[config.mk]
export PLATFORM = sky130hd
export DESIGN_NAME = freq_race_detector
export DESIGN_NICKNAME = d
export VERILOG_FILES = /design/src/rtl/freq_race_detector.sv
export SDC_FILE = /design/constraint.sdc
export NUM_CORES = 1
export LEC_CHECK = 0
export BUFFER_PORTS_ARGS = -buffer_cell sky130_fd_sc_hd__buf_2
export CAP_MARGIN = 10
export CORE_AREA = 2 2 39 41
export CTS_CLUSTER_DIAMETER = 100
export DETAILED_ROUTE_END_ITERATION = 8
export DIE_AREA = 0 0 41 43
export MAX_ROUTING_LAYER = met4
export SYNTH_ARGS = -nofsm -noshare
export SYNTH_HDL_FRONTEND = slang
export SYNTH_SLANG_ARGS = --single-unit
[constraint.sdc]
create_clock -name clk -period 0.9 [get_ports clk]
set_input_delay 0.18 -clock clk [delete_from_list [all_inputs] [get_ports clk]]
set_output_delay 0.18 -clock clk [all_outputs]
set_load 0.005 [all_outputs]
[src/rtl/freq_race_detector.sv]
module freq_race_detector #(
  parameter int SYNC_STAGES = 2
) (
  input  logic clk,
  input  logic rst_n,
  input  logic ref_in,
  input  logic fb_in,
  output logic ref_clean,
  output logic up,
  output logic down
);

  localparam int CH = 2;

  logic [CH-1:0] raw, synced, clean, rise;
  logic up_q, dn_q;

  assign raw = {fb_in, ref_in};

  for (genvar g = 0; g < CH; g++) begin : g_ch
    logic [SYNC_STAGES-1:0] sh;
    logic hold_q, clean_q, prev_q;

    always_ff @(posedge clk or negedge rst_n) begin
      if (!rst_n) begin
        sh      <= '0;
        hold_q  <= 1'b0;
        clean_q <= 1'b0;
        prev_q  <= 1'b0;
      end else begin
        sh      <= {sh[SYNC_STAGES-2:0], raw[g]};
        hold_q  <= sh[SYNC_STAGES-1];
        prev_q  <= clean_q;
        if (sh[SYNC_STAGES-1] == hold_q)
          clean_q <= hold_q;
      end
    end

    assign synced[g] = sh[SYNC_STAGES-1];
    assign clean[g]  = clean_q;
    assign rise[g]   = clean_q & ~prev_q;
  end

  wire ref_rise = rise[0];
  wire fb_rise  = rise[1];
  wire up_n     = up_q | ref_rise;
  wire dn_n     = dn_q | fb_rise;

  always_ff @(posedge clk or negedge rst_n) begin
    if (!rst_n) begin
      up_q <= 1'b0;
      dn_q <= 1'b0;
    end else if (up_n && dn_n) begin
      up_q <= 1'b0;
      dn_q <= 1'b0;
    end else begin
      up_q <= up_n;
      dn_q <= dn_n;
    end
  end

  assign ref_clean = clean[0];
  assign up        = up_q;
  assign down      = dn_q;

  assert_exclusive_R6: assert property (@(posedge clk) disable iff (!rst_n)
    !(up && down));

  assert_filter_R2: assert property (@(posedge clk) disable iff (!rst_n)
    $rose(ref_clean) |-> $past(synced[0], 1) && $past(synced[0], 2));

  assert_up_cause_R4: assert property (@(posedge clk) disable iff (!rst_n)
    $rose(up) |-> $past(ref_rise) && !$past(fb_rise));

  assert_down_cause_R5: assert property (@(posedge clk) disable iff (!rst_n)
    $rose(down) |-> $past(fb_rise) && !$past(ref_rise));

  assert_quiet_R7: assert property (@(posedge clk) disable iff (!rst_n)
    !$past(ref_rise) |-> !$rose(up));

endmodule

==> qor.yml <==
status: "complete, but fails checks"
violations: "negative setup slack"
fillCellCount: 145
final_area_sq_um: 458
crit_required_ns: 0.72
grt_max_degree: 13
die_h_um: 43
postPlaceCellArea_sq_um: 417
max_slew_margin_pct: 83.1
place_ws_ns: 0.0169
rsz0062_at_grt: "true"
cts_buffers: 3
start_util_pct: 26.5
cap_violations: 0
post_synth.cell_area_avg_sq_um: 19.3
cp_top_family: "flip-flops"
overflow: 0
worst-path-max-fanout: 4
cts_sinks: 12
finalPower_uw: 1070
grt_pass1_wl_um: 821
drive_gt1_share_pct: 43.3
worstHoldPathType: "in2reg"
num_io_pins: 7
ys_ff_latch: 12
worstHoldStart: "ref_in"
cts_tree: "yes"
antenna_found_initial: 0
yosys_warnings: 0
drc: 0
start_kind: "flop"
hold_depth: 1
end_kind: "primary output"
synthCells: 19
max_freq_ghz: 1.02
leakage_uw: 0.000222
period_needed_ns: 0.980
path_class: "reg2out"
core_area_sq_um: 1380
powerDensity_nw_per_um2: 2340
cp_cell_sequence: "buf_2"
r2r_end: "ref_clean$_DFFE_PN0N_"
crit_path_max_incr_delay_ns: 0.40
die_w_um: 41
drtIter0Drc: 0
min_period_over_period_pct: 109
setup_slack_ns: -0.0801
antenna_left: 0
ys_seq_area_share_pct: 81.9
hold_violations: 0
arrival_ns: 0.80
vias: 181
tightest_slew_ns: 0.254
diodes: 0
syn-num-nets: 23
hold_end: "g_ch[0].sh[0]$_DFF_PN0_"
wl_per_cell_um: 10.6
die_area_sq_um: 1760
hpwl_um: 373
gp_congestion: 0.581
nets: 36
clock_path_buffers: 2
synth_cell_types: 7
final_cell_mix: "12 x dfrtp_1, 6 x buf_2, 3 x clkbuf_4"
final_cells: 46
drt-pass1-iter-count: 1
final_common_cell: "dfrtp_1"
syn_area_sq_um: 367
post-route-util_pct: 33.1
clock_skew_ns: 0.00101
clockRootBuffer: "clkbuf_4"
reg2reg_from: "ref_clean$_DFFE_PN0N_"
row_count: 14
finalSetupViolCount: 3
h-tree-depth: 1
io_buffer_count: 6
slowest_stage: "dfrtp_1"
rr_worst_depth: 1
via_per_inst: 3.93
ir_drop_v: 0.000563
critical_path_buf_inv_count: 1
rrSetupSlack_ns: 0.03
wirelength_um: 487
drv_slew: 0
first_global_vias: 194
clk_pin_slew_ns: 0.07
dpl.cell_count: 41
syn2layout_area_growth_pct: 24.9
clock_latency_ns: 0.26
grt_use_total_pct: 7.98
## synthesized netlist by cell type, drive strengths merged
library cell | count | area, sq um
a211oi | 1 | 12.5
dfrtp | 12 | 300
inv | 1 | 3.75
maj3 | 2 | 20.0
nand2b | 1 | 6.26
nor2b | 1 | 13.8
o211a | 1 | 10.0
## worst max-delay path by stage
| stage | start | end | slack (ns) | depth (start not counted) |
|---|---|---|---|---|
| floorplan | ref_clean$_DFFE_PN0N_ | ref_clean$_DFFE_PN0N_ | 0.04 | 1 |
| global placement | ref_clean$_DFFE_PN0N_ | ref_clean$_DFFE_PN0N_ | 0.04 | 1 |
| detailed placement | g_ch[1].clean_q$_DFFE_PN0N_ | g_ch[1].clean_q$_DFFE_PN0N_ | 0.02 | 1 |
| CTS | ref_clean$_DFFE_PN0N_ | ref_clean | -0.1 | 1 |
| global route | ref_clean$_DFFE_PN0N_ | ref_clean | -0.11 | 1 |
| finish | ref_clean$_DFFE_PN0N_ | ref_clean | -0.08 | 1 |
## what timing repair did
item                                    in CTS  in global routing
resized for setup                            0                  1
endpoints found under the hold margin       12                  0
endpoints found under the setup margin       3                  4
cloned                                       0                  0
setup buffers                                1                  0
hold buffers                                 1                  0
## where the power goes
part           switching (uW)  internal [uW]
clock                     149            154
combinational            61.4           80.3
sequential               30.3            597
## cells by family after synthesis
family                     count (synthesis)  share of synthesized area (%)
AOI/OAI and AO/OA                          2                           6.14
adders and majority gates                  2                           5.46
buffers and inverters                      1                           1.02
DFF                                       12                           81.9
and+or+nand+nor                            2                           5.46
## per-layer routing
layer	vias to the layer above	track usage (%)	routed length, um
met5	-	-	0
met4	0	8.00	0
met3	0	3.14	40
met2	7	10.9	259
met1	89	7.90	187
li1	85	-	-
## through the flow
step / setup TNS [ns] / hold WS, ns
after floorplan: 0 / -0.116
after global placement: 0 / 0.0538
after detailed placement: 0 / 0.0668
after CTS: -0.207 / 0.0122
after global routing: -0.277 / 0.0162
final: -0.160 / 0.0241
## state kept, by name, summed over array words and instances (netlist names)
signal        flops
g_ch.hold_q       2
down              1
g_ch.clean_q      1
g_ch.prev_q       2
ref_clean         1
g_ch.sh           4
up                1
## area by class of cell
class / count / area [sq um] / area share [%]
flip-flops and latches: 12 / 300 / 65.6
inverters: 1 / 3.75 / 0.820
repair buffers: 8 / 47.5 / 10.4
well taps: 16 / 20.0 / 4.37
multi-input cells: 6 / 63.8 / 13.9
clock buffers: 3 / 22.5 / 4.92
Note: power is estimated with default switching activity, not from simulation.
